`src/rtl/vext_pkg.sv`:
```
package vext_pkg;

  localparam logic [5:0] EXT_FUNCT6 = 6'b001100;
  localparam logic       EXT_VMBIT  = 1'b1;
  localparam logic [2:0] EXT_FUNCT3 = 3'b010;
  localparam logic [6:0] EXT_OPCODE = 7'b1010111;

  localparam int NUM_WIDTHS = 4;

  typedef enum logic [2:0] {
    EW_8  = 3'd0,
    EW_16 = 3'd1,
    EW_32 = 3'd2,
    EW_64 = 3'd3
  } elem_width_e;

  typedef struct packed {
    logic       hit;
    logic [4:0] vsrc;
    logic [4:0] xsrc;
    logic [4:0] dst;
  } ext_fields_t;

endpackage

```
`src/rtl/vext_decode.sv`:
```
module vext_decode
  import vext_pkg::*;
(
  input  logic [31:0]  instr,
  input  logic [2:0]   sew,
  output ext_fields_t  fields,
  output logic         legal,
  output logic         xsrc_zero
);

  logic f6_ok, vm_ok, f3_ok, op_ok, width_ok;

  always_comb begin
    f6_ok    = (instr[31:26] == EXT_FUNCT6);
    vm_ok    = (instr[25] == EXT_VMBIT);
    f3_ok    = (instr[14:12] == EXT_FUNCT3);
    op_ok    = (instr[6:0] == EXT_OPCODE);
    width_ok = (sew <= EW_64);

    fields.hit  = f6_ok & vm_ok & f3_ok & op_ok;
    fields.vsrc = instr[24:20];
    fields.xsrc = instr[19:15];
    fields.dst  = instr[11:7];

    legal     = fields.hit & width_ok;
    xsrc_zero = (instr[19:15] == 5'd0);
  end

endmodule

```
`src/rtl/vext_index.sv`:
```
module vext_index #(
  parameter int VLEN = 128,
  parameter int XLEN = 64
) (
  input  logic [1:0]                      width,
  input  logic                            xsrc_zero,
  input  logic [XLEN-1:0]                 idx_value,
  output logic                            in_range,
  output logic [$clog2(VLEN/8)-1:0]       sel_idx
);

  localparam int MAX_ELEMS = VLEN / 8;
  localparam int IDXW      = $clog2(MAX_ELEMS);
  localparam int CNTW      = IDXW + 1;
  localparam int CMPW      = (XLEN > CNTW) ? XLEN : CNTW;

  logic [CNTW-1:0] elem_count;
  logic [CMPW-1:0] eff_idx;
  logic [CMPW-1:0] cnt_ext;
  logic [IDXW-1:0] idx_mask;

  always_comb begin
    elem_count = CNTW'(MAX_ELEMS >> width);
    cnt_ext    = CMPW'(elem_count);
    eff_idx    = xsrc_zero ? '0 : CMPW'(idx_value);
    idx_mask   = IDXW'(elem_count - CNTW'(1));
    in_range   = (eff_idx < cnt_ext);
    sel_idx    = eff_idx[IDXW-1:0] & idx_mask;
  end

endmodule

```
`src/rtl/vext_elem_mux.sv`:
```
module vext_elem_mux
  import vext_pkg::*;
#(
  parameter int VLEN = 128
) (
  input  logic [VLEN-1:0]               vreg_data,
  input  logic [1:0]                    width,
  input  logic [$clog2(VLEN/8)-1:0]     sel_idx,
  output logic [63:0]                   elem
);

  localparam int IDXW = $clog2(VLEN / 8);

  logic [63:0] per_width [NUM_WIDTHS];

  for (genvar g = 0; g < NUM_WIDTHS; g++) begin : g_width
    localparam int EW  = 8 << g;
    localparam int NE  = VLEN / EW;
    localparam int SW  = (NE > 1) ? $clog2(NE) : 1;

    logic [EW-1:0] lane [NE];
    logic [SW-1:0] lane_sel;

    for (genvar e = 0; e < NE; e++) begin : g_lane
      assign lane[e] = vreg_data[e*EW +: EW];
    end

    if (NE > 1) begin : g_multi
      assign lane_sel = sel_idx[SW-1:0];
    end else begin : g_single
      assign lane_sel = '0;
    end

    assign per_width[g] = 64'(lane[lane_sel]);
  end

  always_comb begin
    elem = per_width[width];
  end

endmodule

```
`src/rtl/vext_unit.sv`:
```
module vext_unit
  import vext_pkg::*;
#(
  parameter int VLEN = 128,
  parameter int XLEN = 64
) (
  input  logic            clk,
  input  logic            rst_n,
  input  logic            req_valid,
  output logic            req_ready,
  input  logic [31:0]     instr,
  input  logic [2:0]      sew,
  input  logic [VLEN-1:0] vreg_data,
  input  logic [XLEN-1:0] idx_value,
  output logic [4:0]      vsrc_sel,
  output logic [4:0]      xsrc_sel,
  output logic            res_valid,
  input  logic            res_ready,
  output logic [XLEN-1:0] res_data,
  output logic [4:0]      res_rd,
  output logic            res_illegal
);

  localparam int IDXW = $clog2(VLEN / 8);

  ext_fields_t     fields;
  logic            legal;
  logic            xsrc_zero;
  logic            in_range;
  logic [IDXW-1:0] sel_idx;
  logic [63:0]     elem;

  logic            accept;
  logic            valid_nxt;
  logic [XLEN-1:0] data_nxt;
  logic [4:0]      rd_nxt;
  logic            illegal_nxt;
  logic            load_en;

  vext_decode u_decode (
    .instr     (instr),
    .sew       (sew),
    .fields    (fields),
    .legal     (legal),
    .xsrc_zero (xsrc_zero)
  );

  vext_index #(.VLEN(VLEN), .XLEN(XLEN)) u_index (
    .width     (sew[1:0]),
    .xsrc_zero (xsrc_zero),
    .idx_value (idx_value),
    .in_range  (in_range),
    .sel_idx   (sel_idx)
  );

  vext_elem_mux #(.VLEN(VLEN)) u_mux (
    .vreg_data (vreg_data),
    .width     (sew[1:0]),
    .sel_idx   (sel_idx),
    .elem      (elem)
  );

  assign vsrc_sel  = fields.vsrc;
  assign xsrc_sel  = fields.xsrc;
  assign req_ready = ~res_valid | res_ready;

  always_comb begin
    accept      = req_valid & req_ready;
    load_en     = accept;
    valid_nxt   = accept | (res_valid & ~res_ready);
    rd_nxt      = fields.dst;
    illegal_nxt = ~legal;
    if (legal && in_range) begin
      data_nxt = XLEN'(elem);
    end else begin
      data_nxt = '0;
    end
  end

  always_ff @(posedge clk or negedge rst_n) begin
    if (!rst_n) begin
      res_valid <= 1'b0;
    end else begin
      res_valid <= valid_nxt;
    end
  end

  always_ff @(posedge clk or negedge rst_n) begin
    if (!rst_n) begin
      res_data    <= '0;
      res_rd      <= '0;
      res_illegal <= 1'b0;
    end else if (load_en) begin
      res_data    <= data_nxt;
      res_rd      <= rd_nxt;
      res_illegal <= illegal_nxt;
    end
  end

endmodule

```
`config.mk`:
```
export PLATFORM = sky130hd
export DESIGN_NAME = vext_unit
export DESIGN_NICKNAME = d
export VERILOG_FILES = /design/src/rtl/vext_pkg.sv /design/src/rtl/vext_decode.sv /design/src/rtl/vext_index.sv /design/src/rtl/vext_elem_mux.sv /design/src/rtl/vext_unit.sv
export SDC_FILE = /design/constraint.sdc
export NUM_CORES = 1
export LEC_CHECK = 0
export BUFFER_PORTS_ARGS = -buffer_cell sky130_fd_sc_hd__buf_2
export CAP_MARGIN = 20
export CORE_UTILIZATION = 35
export DETAILED_ROUTE_END_ITERATION = 10
export GPL_TIMING_DRIVEN = 0
export PLACE_DENSITY = 0.63
export RECOVER_POWER = 25
export SYNTH_ARGS = -nofsm -noshare
export SYNTH_HDL_FRONTEND = slang
export SYNTH_SLANG_ARGS = --single-unit
export TNS_END_PERCENT = 50
```
`constraint.sdc`:
```
create_clock -name clk -period 1.83 [get_ports clk]
set_clock_uncertainty 0.05 [all_clocks]
set_input_delay 0.366 -clock clk [delete_from_list [all_inputs] [get_ports clk]]
set_output_delay 0.366 -clock clk [all_outputs]
set_load 0.05 [all_outputs]
```
==> results.yml <==
floorplan:
  dieArea_um2: 21300
  fp.dieW_um: 146
  die_h_um: 146
  start_util_pct: 35.8
  rows: 52
  core_um2: 20300
  pin_count: 313
timing:
  finalSetupViolations: 64
  fmax_mhz: 392
  finalWorstSetupSlack_ps: -718
  relSlewSlack_pct: 31.4
  slew_violations: 0
  period_minus_slack_ps: 2550
  rsz0062_at_grt: "yes"
  period_share_pct: 139
  finalHoldViolations: 0
  tightest_slew_ps: 1030
synthesis:
  syn-num-nets: 1194
  yosysWarnings: 0
  syn_area_um2: 7270
  synth_flop_cell: "dfrtp_1"
  yosys.area.top_type: "dfrtp_1"
  ys_seq_area_share_pct: 24.4
  syn_inst: 960
  synth-seq-cells: 71
  syn_avg_cell_area_um2: 7.57
  synth_edf_count: 0
  async_reset_ff_share_pct: 100
  synth.distinct_cells: 66
  yosys-top-cells-count: "nand2_1 (233), mux2i_1 (81), dfrtp_1 (71)"
  yosysTopAreaCellShare_pct: 24.4
  yosysMostFrequentCell: "nand2_1"
  synth.area.top_cells: "dfrtp_1 (24%), nand2_1 (12%), mux2i_1 (11%)"
drt:
  wl_per_cell_um: 28.7
  drc: 0
  dr.pass1.iters: 6
  vias: 10200
  ant_nets: 0
  drt_iter0_markers: 1141
  wl_mm: 45.6
  via_per_inst: 6.44
worst_setup_path:
  max_stage_delay_ps: 580
  crit_path_start_kind: "input port"
  path_delay_family: "compound AO/OA/AOI/OAI gates"
  cp_slowest_cell: "a22oi_2"
  reg2reg_slack_ps: -430
  cp-end-kind: "flop"
  crit_type: "in2reg"
  cp_common_cell: "buf_2"
  path_max_fanout: 10
  required_ps: 2070
  critPathBufInv: 3
  path_cells: "buf_2 > buf_6 > a21bo_1 > buf_2 > a22oi_2 > o221ai_1 > o21ai_0 > a22o_1"
  crit_arrival_ps: 2790
run_status:
  status: "finished, violations left"
  violations: "setup timing"
grt:
  grt_pass1_vias: 9822
  grt_pass1_wl_mm: 64.2
  overflow: 0
  antenna_found_initial: 2
  grtUsageTotal_pct: 41.6
  grt_max_degree: 42
clock_network:
  cts_sinks: 71
  clock_path_buffers: 2
  clock_latency_ps: 360
  root_buffer: "clkbuf_16"
  cts_buffers: 9
  clkTransAtPathRegs_ps: 60
  tritoncts: "built"
  htree_levels: 3
finish:
  drive_gt1_share_pct: 41.2
  fin_nets: 1548
  antenna_cells: 0
  fin_cells: 1589
  area_growth_syn_to_layout_pct: 42.5
  fin_area_um2: 10400
  nFillCells: 2088
min_path:
  hold_path_class: "in2reg"
placement:
  dpl_cell_area_um2: 9320
  place.gp.congestion: 1.05
  portBuffers: 305
  dp_hpwl_mm: 33.9
  dp.cells: 1540
flow_run:
  maxCapViolations: 0
power:
  power_density_nw_per_um2: 559
  peakVddDrop_uv: 416
  p_leak_uw: 0.00492
logic make-up (layout without fill, tap and decap cells):
kind of cell	Yosys count	after routing	share of synthesized area (%)
AOI/OAI and AO/OA	304	304	28.8
DFF	71	71	24.4
muxes	119	119	17.2
adders and majority gates	3	3	0.516
and+or+nand+nor	369	369	22.5
buffers and inverters	94	453	6.61
timing repair:
item / CTS / global route
cloned: 0 / 4
endpoints found under the setup margin: 69 / 64
setup buffers: 18 / 10
pin swaps: 18 / 45
hold buffers: 1 / 0
endpoints found under the hold margin: 30 / 0
resized for setup: 85 / 57
worst paths after layout:
kind                                   start      endpoint  cells after the start
worst max-delay path                  sew[1]  res_data[23]                      8
worst min-delay path                instr[8]     res_rd[1]                      2
worst max register to register     res_valid  res_data[13]                     10
worst min register to register  res_data[51]  res_data[51]                      2
max in group asynchronous              rst_n  res_data[14]                      3
min in group asynchronous              rst_n     res_rd[2]                      2
routing by layer:
layer  up-vias  global-route usage, %  wire length (um)
met5         -                      0                 0
met4         0                   27.2              3480
met3       221                   10.0              5070
met2       893                   68.6             20900
met1      4820                   48.3             16100
li1       4303                      -                 -
state kept, by name, summed over array words and instances (netlist names):
signal / flops
res_valid: 1
res_illegal: 1
res_data: 64
res_rd: 5
layout make-up:
class | count | area [um^2] | area share, %
Clock buffer | 10 | 229 | 2.21
Inverter | 8 | 53.8 | 0.520
Clock inverter | 6 | 92.6 | 0.894
Timing Repair Buffer | 343 | 1930 | 18.7
Sequential cell | 71 | 1780 | 17.2
Buffer | 86 | 631 | 6.09
Multi-Input combinational cell | 795 | 5300 | 51.2
Tap cell | 270 | 338 | 3.26
per-stage QoR:
step	util [%]	TNS [ps]	total power (uW)	setup slack, ps	hold slack (ps)
2_1_floorplan	-	-45810	2650	-744	20.4
3_3_place_gp	45.6	-154110	3590	-2310	406
3_5_place_dp	45.9	-142090	3600	-2300	305
4_1_cts	49.6	-44240	5680	-748	184
5_1_grt	51.0	-41060	5920	-739	187
6_report	51.0	-39260	5790	-718	187
report_power, final:
part	switching (uW)	leakage (uW)	internal, uW	total (uW)
registers	7.24	0.000973	1590	1590
clock network	809	0.000150	1210	2010
logic	1440	0.00379	737	2180
total	2260	0.00492	3530	5790
cells in the final DEF, fill, tap and decap left out, types with 17 or more instances in the layout:
| cell | count |
|---|---|
| buf_4 | 41 |
| o21ai_0 | 35 |
| mux2i_1 | 81 |
| clkbuf_1 | 21 |
| nand2_1 | 231 |
| dfrtp_1 | 71 |
| nor2_1 | 17 |
| mux2_2 | 37 |
| o21ai_2 | 38 |
| a21oi_1 | 57 |
| a31oi_1 | 26 |
| buf_2 | 318 |
| nand3_1 | 45 |
Note: power is estimated with default switching activity, not from simulation.
